File: src/rtl/lmx_nb_pkg.sv
package lmx_nb_pkg;

    localparam int NODES  = 4;
    localparam int LINKS  = 7;
    localparam int BIASES = 3;
    localparam int TYPE_W = 2;

    typedef enum logic [1:0] {
        T_ONE_THREE = 2'b00,
        T_THREE_ONE = 2'b01,
        T_TWO_TWO_A = 2'b10,
        T_TWO_TWO_B = 2'b11
    } topo_e;

    typedef enum logic [1:0] {
        S_IDLE,
        S_LOAD,
        S_MAC,
        S_WRITE
    } seq_state_e;

    // bit n set = node n+1 is an input node
    function automatic logic [NODES-1:0] input_mask(topo_e t);
        case (t)
            T_ONE_THREE: return 4'b0001;
            T_THREE_ONE: return 4'b1101;
            T_TWO_TWO_A: return 4'b1001;
            default:     return 4'b0101;
        endcase
    endfunction

    // nodes that own a link ending at dst
    function automatic logic [NODES-1:0] feed_mask(logic [1:0] dst);
        case (dst)
            2'd1:    return 4'b1101;
            2'd2:    return 4'b1001;
            2'd3:    return 4'b0101;
            default: return 4'b0000;
        endcase
    endfunction

    // weight slot of the directed link src -> dst
    function automatic logic [2:0] link_index(logic [1:0] src, logic [1:0] dst);
        case ({src, dst})
            4'b00_01: return 3'd0;
            4'b00_10: return 3'd1;
            4'b00_11: return 3'd2;
            4'b10_01: return 3'd3;
            4'b10_11: return 3'd4;
            4'b11_01: return 3'd5;
            4'b11_10: return 3'd6;
            default:  return 3'd0;
        endcase
    endfunction

    function automatic logic [1:0] lowest_node(logic [NODES-1:0] m);
        if (m[0])      return 2'd0;
        else if (m[1]) return 2'd1;
        else if (m[2]) return 2'd2;
        else           return 2'd3;
    endfunction

endpackage

File: src/rtl/lmx_cfg_regs.sv
module lmx_cfg_regs
    import lmx_nb_pkg::*;
#(
    parameter int DATA_W = 10,
    localparam int CFG_W = TYPE_W + (LINKS + BIASES) * DATA_W,
    localparam int B_BASE = TYPE_W + LINKS * DATA_W
) (
    input  logic                           clk,
    input  logic                           rst,
    input  logic                           load,
    input  logic [CFG_W-1:0]               word,
    output topo_e                          topo,
    output logic [LINKS-1:0][DATA_W-1:0]   weights,
    output logic [BIASES-1:0][DATA_W-1:0]  biases
);

    always_ff @(posedge clk) begin
        if (rst)       topo <= T_ONE_THREE;
        else if (load) topo <= topo_e'(word[TYPE_W-1:0]);
    end

    for (genvar k = 0; k < LINKS; k++) begin : g_wbank
        always_ff @(posedge clk) begin
            if (rst)       weights[k] <= '0;
            else if (load) weights[k] <= word[TYPE_W + k*DATA_W +: DATA_W];
        end
    end

    for (genvar m = 0; m < BIASES; m++) begin : g_bbank
        always_ff @(posedge clk) begin
            if (rst)       biases[m] <= '0;
            else if (load) biases[m] <= word[B_BASE + m*DATA_W +: DATA_W];
        end
    end

endmodule

File: src/rtl/lmx_mac.sv
module lmx_mac #(
    parameter int DATA_W = 10,
    parameter int FRAC   = 8,
    parameter int ACC_W  = 2 * DATA_W + 3
) (
    input  logic                     clk,
    input  logic                     rst,
    input  logic                     clr,
    input  logic signed [DATA_W-1:0] clr_val,
    input  logic                     en,
    input  logic signed [DATA_W-1:0] wt,
    input  logic signed [DATA_W-1:0] dat,
    output logic signed [ACC_W-1:0]  acc
);

    logic signed [2*DATA_W-1:0] prod;
    logic signed [ACC_W-1:0]    seed;

    always_comb begin
        prod = wt * dat;
        seed = ACC_W'(clr_val) <<< FRAC;
    end

    always_ff @(posedge clk) begin
        if (rst)     acc <= '0;
        else if (clr) acc <= seed;
        else if (en)  acc <= acc + ACC_W'(prod);
    end

endmodule

File: src/rtl/lmx_sequencer.sv
module lmx_sequencer
    import lmx_nb_pkg::*;
(
    input  logic       clk,
    input  logic       rst,
    input  logic       start,
    input  topo_e      topo,
    output logic       idle,
    output logic       launch,
    output logic [1:0] node,
    output logic [1:0] src,
    output logic       mac_clr,
    output logic       mac_en,
    output logic       wr_en,
    output logic       done
);

    seq_state_e       state;
    logic [NODES-1:0] pend_out;
    logic [NODES-1:0] pend_src;
    logic [NODES-1:0] src_left;
    logic [NODES-1:0] out_left;

    always_comb begin
        node     = lowest_node(pend_out);
        src      = lowest_node(pend_src);
        idle     = (state == S_IDLE);
        launch   = idle && start;
        mac_clr  = (state == S_LOAD);
        mac_en   = (state == S_MAC);
        wr_en    = (state == S_WRITE);
        src_left = pend_src & ~(4'b0001 << src);
        out_left = pend_out & ~(4'b0001 << node);
    end

    always_ff @(posedge clk) begin
        if (rst) begin
            state    <= S_IDLE;
            pend_out <= '0;
            pend_src <= '0;
            done     <= 1'b0;
        end else begin
            done <= 1'b0;
            case (state)
                S_IDLE: begin
                    if (start) begin
                        pend_out <= ~input_mask(topo);
                        state    <= S_LOAD;
                    end
                end
                S_LOAD: begin
                    pend_src <= input_mask(topo) & feed_mask(node);
                    state    <= S_MAC;
                end
                S_MAC: begin
                    pend_src <= src_left;
                    if (src_left == '0) state <= S_WRITE;
                end
                default: begin
                    pend_out <= out_left;
                    if (out_left == '0) begin
                        state <= S_IDLE;
                        done  <= 1'b1;
                    end else begin
                        state <= S_LOAD;
                    end
                end
            endcase
        end
    end

endmodule

File: src/rtl/lmx_neural_block.sv
module lmx_neural_block
    import lmx_nb_pkg::*;
#(
    parameter int DATA_W = 10,
    parameter int FRAC   = 8,
    localparam int CFG_W = TYPE_W + (LINKS + BIASES) * DATA_W,
    localparam int ACC_W = 2 * DATA_W + 3
) (
    input  logic                          clk,
    input  logic                          rst,
    input  logic                          cfg_load,
    input  logic [CFG_W-1:0]              cfg_word,
    input  logic                          start,
    input  logic [NODES-1:0][DATA_W-1:0]  node_in,
    output logic [NODES-1:0][DATA_W-1:0]  node_out,
    output logic [NODES-1:0]              node_valid,
    output logic                          done
);

    localparam logic signed [ACC_W-1:0] HALF = ACC_W'(1) <<< (FRAC - 1);
    localparam logic signed [ACC_W-1:0] ONE  = ACC_W'(1) <<< FRAC;

    topo_e                          topo_q;
    logic [LINKS-1:0][DATA_W-1:0]   weights;
    logic [BIASES-1:0][DATA_W-1:0]  biases;
    logic [NODES-1:0][DATA_W-1:0]   x_q;
    logic                           seq_idle, launch, mac_clr, mac_en, wr_en;
    logic [1:0]                     node, src;
    logic signed [ACC_W-1:0]        acc, scaled, lifted;
    logic [DATA_W-1:0]              act, w_sel, d_sel, b_sel;

    lmx_cfg_regs #(.DATA_W(DATA_W)) u_cfg (
        .clk     (clk),
        .rst     (rst),
        .load    (cfg_load && seq_idle),
        .word    (cfg_word),
        .topo    (topo_q),
        .weights (weights),
        .biases  (biases)
    );

    lmx_sequencer u_seq (
        .clk     (clk),
        .rst     (rst),
        .start   (start),
        .topo    (topo_q),
        .idle    (seq_idle),
        .launch  (launch),
        .node    (node),
        .src     (src),
        .mac_clr (mac_clr),
        .mac_en  (mac_en),
        .wr_en   (wr_en),
        .done    (done)
    );

    always_comb begin
        w_sel = weights[link_index(src, node)];
        d_sel = x_q[src];
        b_sel = biases[node - 2'd1];
    end

    lmx_mac #(.DATA_W(DATA_W), .FRAC(FRAC), .ACC_W(ACC_W)) u_mac (
        .clk     (clk),
        .rst     (rst),
        .clr     (mac_clr),
        .clr_val (b_sel),
        .en      (mac_en),
        .wt      (w_sel),
        .dat     (d_sel),
        .acc     (acc)
    );

    // piecewise-linear activation: 0.5 + s/4, clamped to [0, 1]
    always_comb begin
        scaled = acc >>> (FRAC + 2);
        lifted = scaled + HALF;
        if (lifted < 0)        act = '0;
        else if (lifted > ONE) act = ONE[DATA_W-1:0];
        else                   act = lifted[DATA_W-1:0];
    end

    always_ff @(posedge clk) begin
        if (rst) begin
            x_q        <= '0;
            node_out   <= '0;
            node_valid <= '0;
        end else if (launch) begin
            x_q        <= node_in;
            node_out   <= '0;
            node_valid <= '0;
        end else if (wr_en) begin
            node_out[node]   <= act;
            node_valid[node] <= 1'b1;
        end
    end

endmodule

File: config.mk
export PLATFORM = sky130hd
export DESIGN_NAME = lmx_neural_block
export DESIGN_NICKNAME = d
export VERILOG_FILES = /design/src/rtl/lmx_nb_pkg.sv /design/src/rtl/lmx_cfg_regs.sv /design/src/rtl/lmx_mac.sv /design/src/rtl/lmx_sequencer.sv /design/src/rtl/lmx_neural_block.sv
export SDC_FILE = /design/constraint.sdc
export NUM_CORES = 1
export LEC_CHECK = 0
export BUFFER_PORTS_ARGS = -buffer_cell sky130_fd_sc_hd__buf_2
export CORE_AREA = 10 10 173 175
export DETAILED_ROUTE_END_ITERATION = 8
export DIE_AREA = 0 0 183 185
export PLACE_DENSITY = 0.8
export SLEW_MARGIN = 20
export SYNTH_ARGS = -nofsm -noshare
export SYNTH_HDL_FRONTEND = slang
export SYNTH_SLANG_ARGS = --single-unit
export TNS_END_PERCENT = 1
File: constraint.sdc
create_clock -name clk -period 12 [get_ports clk]
set_clock_uncertainty 0.1 [all_clocks]
set_input_delay 0.6 -clock clk [delete_from_list [all_inputs] [get_ports clk]]
set_output_delay 0.6 -clock clk [all_outputs]
set_load 0.01 [all_outputs]
==> metrics.txt, run 1 <==
CTS H-tree depth 1; EDFF count, synth 0; Die Span Y ~190 um; max-cap violation count 0; Row Count 60; Initial DRC Count 1126; Internal Power ~2.4 mW; dpl cells roughly 2300; Cell Area, Synth 14400 sq um; IO Port Bufs 190; Clk Latency, worst-skew pair around 0.52 ns; switching share of power 0.496; initial antenna violation count 0; routability congestion estimate about 0.97; Rel. slew slack 0.197; first-pass GRT wire length between 60000 and 70000 um; Die ar. approximately 34000 sq um; worst-path maximum fanout 19; CTS Hold Bufs 0; outcome finished, final reports clean; Max rail drop VDD approximately 180 uV; routed vias/inst 5.49; P_leak between 7 and 8 nW; Max Fclk between 0.1 and 0.15 GHz; max-slew violations 0; Seq pwr share 0.198; crit end category register; clock-pin slew on the worst setup and hold paths approximately 0.06 ns; number of global-route vias before repair 12900; GRT Overall Usage 0.226; n_diodes 0; final-report hold violation count 0; minimum clock period 8.56 ns; critical path required time roughly 12 ns; CP Launch Type register; Worst-Margin Slew ~1.2 ns; largest net degree at the start of global routing 106; layout cells sized above 1 0.136; nets@finish ~2300; # clock sinks 220; Synth Flop Type dfxtp_1; synth warn 0; IO Pins 191; Tightest Hold Check Type primary input to register; # Post-CTS Setup Buffers 0; setup-violating endpoint count in the final report 0; Mapped Nets 2160; post-CTS sizing 0; Comb pwr share 0.654; post-route clock period utilization 0.713; P per Cell Area about 300 nW/um^2; hpwl dp around 30000 um; RSZ-0062 raised after global routing false; ys async rst share 0; core box area around 27000 sq um; synth unique cells 58; setup_tns 0 ns; Post-Synthesis Cells roughly 1800; First-pass DRT Iterations 5; Layout Cells excl Fill 2310; drt wl/cell 16.9 um; FILL cells 2280; total grt overflow 0; sequential area share after synthesis 0.306; Clock power frac 0.148; DR vias 12700; P&R area growth vs syn 13.2%; #FFs+latches synth between 200 and 250; WS Path Type register to register; NetSw approximately 2.4 mW; Root Driver clkbuf_16; TritonCTS Buffers 23; Die W 183 um; CTS tree yes; Initial Utilization 0.541; clk buf depth 3; DRC 0; routed wire length 38900 um; Final ANT Viol Nets 0; syn avg cell area 7.91 sq um; crit path DAT between 8 and 9 ns
## area by class of cell
class                   instances  area (sq um)  area share
well taps                     341           427      0.0262
inverters                     194           728      0.0447
clock buffers                  27           631      0.0387
multi-input cells            1310          8900       0.547
flip-flops and latches        220          4400       0.270
repair buffers                207          1080      0.0663
clock inverters                11           118     0.00722
## per-stage QoR
step | cell area (sq um) | utilization | power [mW] | hold slack [ns] | setup WS [ns]
after CTS | 16300 | 0.613 | 4.76 | 0.214 | 3.55
final | 16300 | 0.613 | 4.80 | 0.217 | 3.44
after floorplan | 14400 | - | 3.25 | 0.332 | 4.12
after global placement | 15500 | 0.584 | 3.94 | 0.341 | 3.82
after detailed placement | 15500 | 0.585 | 4.01 | 0.343 | 3.58
after global routing | 16300 | 0.613 | 5.24 | 0.225 | 2.96
## cells in the mapped netlist (10+ instances only)
master / count / area [sq um]
mux2i_1: 47 / 470
nor2b_1: 10 / 62.6
fa_1: 121 / 2420
a21oi_1: 237 / 1190
clkbuf_1: 80 / 300
nor2_1: 116 / 435
a211oi_1: 13 / 97.6
and2_1: 13 / 81.3
dfxtp_1: 220 / 4400
ha_1: 74 / 926
inv_1: 193 / 724
o21ai_0: 41 / 205
xnor2_1: 12 / 105
and3_1: 10 / 62.6
nand2_1: 450 / 1690
nand3_1: 44 / 220
nor3_1: 14 / 70.1
## cells by family after synthesis
kind of cell / share of synthesized area
AO/OA/AOI/OAI: 0.137
XOR/XNOR: 0.0103
adder cells (fa/ha/maj): 0.233
buffers and inverters: 0.0772
flip-flops: 0.306
multiplexers: 0.0350
AND/OR/NAND/NOR: 0.201
## flip-flops by register name, indices dropped and copies added (netlist names)
signal and count:
node_out 40, node_valid 4, u_cfg.biases 30, u_cfg.topo 2
u_cfg.weights 70, u_mac.acc 23, u_seq.done 1, u_seq.pend_out 4
u_seq.pend_src 4, u_seq.state 2, x_q 40
## routing by layer
| metal | global-route usage | vias up | share of wire |
|---|---|---|---|
| li1 | - | 6123 | - |
| met1 | 0.288 | 5932 | 0.41 |
| met2 | 0.378 | 543 | 0.47 |
| met3 | 0.0417 | 84 | 0.080 |
| met4 | 0.0807 | 0 | 0.034 |
| met5 | 0 | - | 0 |
## critical path, stage by stage, from the launching register on
cell and delay [ns]:
dfxtp_1 0.32, nor2b_1 0.14, nor2_1 0.10, buf_4 0.26, inv_1 0.14, ha_1 0.24, nand2_1 0.15, a21boi_2 0.76
mux2i_1 0.28, a211oi_1 0.15, a21oi_1 0.71, nand2_1 0.28, fa_1 0.61, fa_1 0.53, inv_1 0.06, fa_1 0.49
fa_1 0.50, inv_1 0.06, fa_1 0.53, inv_1 0.04, ha_1 0.36, a21o_1 0.22, a21oi_1 0.15, o31ai_1 0.11
or3_1 0.40, a311oi_1 0.47, mux2i_1 0.22, and3_1 0.15
## cells in the final DEF, fill, tap and decap left out, drive strengths merged, types with 3 or more instances in the layout
master	n
a21o	4
inv	195
a22oi	9
a21oi	237
buf	207
o22ai	4
nand4	4
xor2	5
a211o	3
o21ai	47
clkbuf	27
or3	4
xnor2	12
nor2b	10
nor2	116
fa	121
nand3	44
a311oi	3
ha	74
dfxtp	220
and3	10
or2	5
a211oi	14
nand3b	9
mux2	3
a32oi	4
mux2i	47
nand2	450
a31oi	5
o21a	6
nand2b	8
nor4	5
clkinv	6
nor3	14
and2	13
## worst paths after layout
| check | cells after the start | end | from | slack [ns] |
|---|---|---|---|---|
| worst max-delay path | 27 | u_mac.acc[21]$_SDFFE_PP0N_ | u_seq.pend_out[2]$_SDFFE_PP0P_ | 3.44 |
| worst min-delay path | 3 | x_q[18]$_SDFFE_PP0P_ | node_in[18] | 0.22 |
| worst max register to register | 27 | u_mac.acc[21]$_SDFFE_PP0N_ | u_seq.pend_out[2]$_SDFFE_PP0P_ | 3.44 |
| worst min register to register | 2 | node_out[18]$_SDFFE_PP0P_ | node_out[18]$_SDFFE_PP0P_ | 0.35 |
## power groups by stage
stage          combinational, mW  clock, mW  sequential (mW)
2_1_floorplan               2.33          0            0.925
3_3_place_gp                2.98          0            0.959
3_5_place_dp                3.05          0            0.963
4_1_cts                     3.10      0.713            0.948
5_1_grt                     3.53      0.743            0.965
6_report                    3.14      0.710            0.951
(Power assumes the default switching activity.)
==> run 2, diff against run 1 <==
--- a/config.mk
+++ b/config.mk
@@ -6,10 +6,10 @@
 export NUM_CORES = 1
 export LEC_CHECK = 0
 export BUFFER_PORTS_ARGS = -buffer_cell sky130_fd_sc_hd__buf_2
-export CORE_AREA = 10 10 173 175
+export CORE_AREA = 10 10 176 178
 export DETAILED_ROUTE_END_ITERATION = 8
-export DIE_AREA = 0 0 183 185
-export PLACE_DENSITY = 0.8
+export DIE_AREA = 0 0 186 188
+export PLACE_DENSITY = 0.81
 export SLEW_MARGIN = 20
 export SYNTH_ARGS = -nofsm -noshare
 export SYNTH_HDL_FRONTEND = slang
==> constraint.sdc (replaced) <==
create_clock -name clk -period 7 [get_ports clk]
set_clock_uncertainty 0.1 [all_clocks]
set_input_delay 0.35 -clock clk [delete_from_list [all_inputs] [get_ports clk]]
set_output_delay 0.35 -clock clk [all_outputs]
set_load 0.01 [all_outputs]
==> metrics.txt, run 2 (synthesis gave the netlist of run 1 again) <==
P_leak ~8.5 nW; RSZ-0062 raised after global routing true; Final WS setup approximately 0.013 ns; Max Fclk 0.143 GHz; Layout Cells excl Fill 2535; Max rail drop VDD 378 uV; routability congestion estimate around 0.97; # clock sinks 220; max-cap violation count 0; Largest register FFs 70; post-route clock period utilization 0.998; CP Launch Type register; routed wire length 48300 um; setup_tns 0 ns; top routing layer in use met4; Worst-Margin Slew around 1.2 ns; R2R depth 33; Die W roughly 190 um; CTS H-tree depth 1; minimum clock period 6.99 ns; setup-violating endpoint count in the final report 0; Root Driver clkbuf_16; core box area 27500 sq um; Critical-path top delay cell fa_1; Post-Place Setup Slack -0.159 ns; length of routed met2 wiring 24000 um; Initial DRC Count 1429; final-report hold violation count 1; P per Cell Area 533 nW/um^2; layout cells sized above 1 0.211; drt wl/cell about 19 um; cell family with the largest share of critical-path delay adder cells; number of global-route vias before repair ~15000; IO Pins approximately 190; max-slew violations 0; slowest stage delay, CP between 0.5 and 0.6 ns; P&R area growth vs syn 31.7%; FILL cells 1935; cell mode on critical path fa_1; worst-path maximum fanout 7; Final ANT Viol Nets 0; nets@finish roughly 2500; WP depth 33; final core utilization 0.690; commonest non-fill, non-tap cell in the layout nand2_1; outcome complete, but fails checks; Die Span Y ~190 um; clock-pin slew on the worst setup and hold paths around 0.070 ns; clk buf depth 3; crit end category register; hpwl dp 31600 um; First-pass DRT Iterations 6; Rel. slew slack 0.217; WS Path Type register to register; largest registers u_cfg.weights: 70 flops, node_out: 40 flops, x_q: 40 flops; routed vias/inst 5.64; Clk Latency, worst-skew pair roughly 0.52 ns; CTS tree yes; DRC 0; initial antenna violation count 5; commonest non-fill, non-tap cells in the layout nand2_1 (441), a21oi_1 (218), dfxtp_1 (217); total grt overflow 0; Tot Pwr 10.1 mW; hold slack -0.00994 ns; IO Port Bufs 190; first-pass GRT wire length between 70000 and 80000 um; worst path buffer plus inverter count 9; Row Count approximately 60; crit path DAT slightly above 7 ns; Most flops, register u_cfg.weights; GRT Overall Usage 0.267; failing checks hold timing; TritonCTS Buffers 22; Tightest Hold Check Type primary input to register; Die ar. 35000 sq um; largest net degree at the start of global routing 92; met3 WL 3920 um; Initial Utilization 0.524; DR vias ~14000; critical path required time approximately 7.3 ns; dpl cells approximately 2300; worst hold path stage count 3; M1 wire length 18400 um
==> run 2: changes by cell type in the layout (fill, tap and decap cells not counted), moves of 12 or more <==
cell / delta
ha_1: -13
a21oi_1: -17
a21oi_2: +14
buf_4: +74
dlygate4sd3_1: +120
inv_1: -12
ha_4: +13
==> run 2: power breakdown <==
group          switching [mW]  internal [mW]  total (mW)  leakage (nW)
sequential              0.187           1.47        1.65          1.80
clock                   0.516          0.777        1.29         0.387
combinational            4.09           3.07        7.16          6.31
==> run 2: routing by layer <==
layer	global-route usage	up-vias
met5	0	-
met4	0.109	0
met3	0.0491	155
met2	0.458	773
met1	0.319	6802
li1	-	6574
==> run 2: final cells by class <==
| type | instances | area (sq um) | area share |
|---|---|---|---|
| repair buffers | 420 | 3120 | 0.165 |
| inverters | 194 | 731 | 0.0385 |
| clock inverters | 14 | 213 | 0.0112 |
| well taps | 346 | 433 | 0.0228 |
| flip-flops and latches | 220 | 4410 | 0.233 |
| clock buffers | 26 | 576 | 0.0304 |
| diodes | 5 | 12.5 | 0.000660 |
| multi-input cells | 1310 | 9460 | 0.499 |
==> run 2: metrics by stage <==
step | hold WS, ns | cell area [sq um]
3_5_place_dp | 0.342 | 16200
5_1_grt | 0.00306 | 19000
2_1_floorplan | 0.332 | 14500
6_report | -0.00994 | 19000
3_3_place_gp | 0.341 | 16200
4_1_cts | 0.000863 | 18300
==> run 2: path summary, 6_finish.rpt <==
kind / startpoint / slack, ns / endpoint
max reg2reg: u_seq.pend_out[2]$_SDFFE_PP0P_ / 0.01 / u_mac.acc[20]$_SDFFE_PP0N_
max: u_seq.pend_out[2]$_SDFFE_PP0P_ / 0.01 / u_mac.acc[20]$_SDFFE_PP0N_
min: node_in[2] / -0.01 / x_q[2]$_SDFFE_PP0P_
min reg2reg: u_cfg.biases[29]$_SDFFE_PP0P_ / 0.35 / u_cfg.biases[29]$_SDFFE_PP0P_
==> run 2: worst min-delay path: stages <==
cell,delay (ns)
buf_2,0.10
nand2_1,0.05
a21oi_1,0.05
==> run 2: repair_timing <==
item / 4_1_cts / 5_1_grt
setup endpoints to repair: 5 / 11
setup buffers: 5 / 19
resized for setup: 10 / 128
hold buffers: 120 / 0
gates cloned: 0 / 1
endpoints found under the hold margin: 120 / 0
pin swaps: 5 / 79
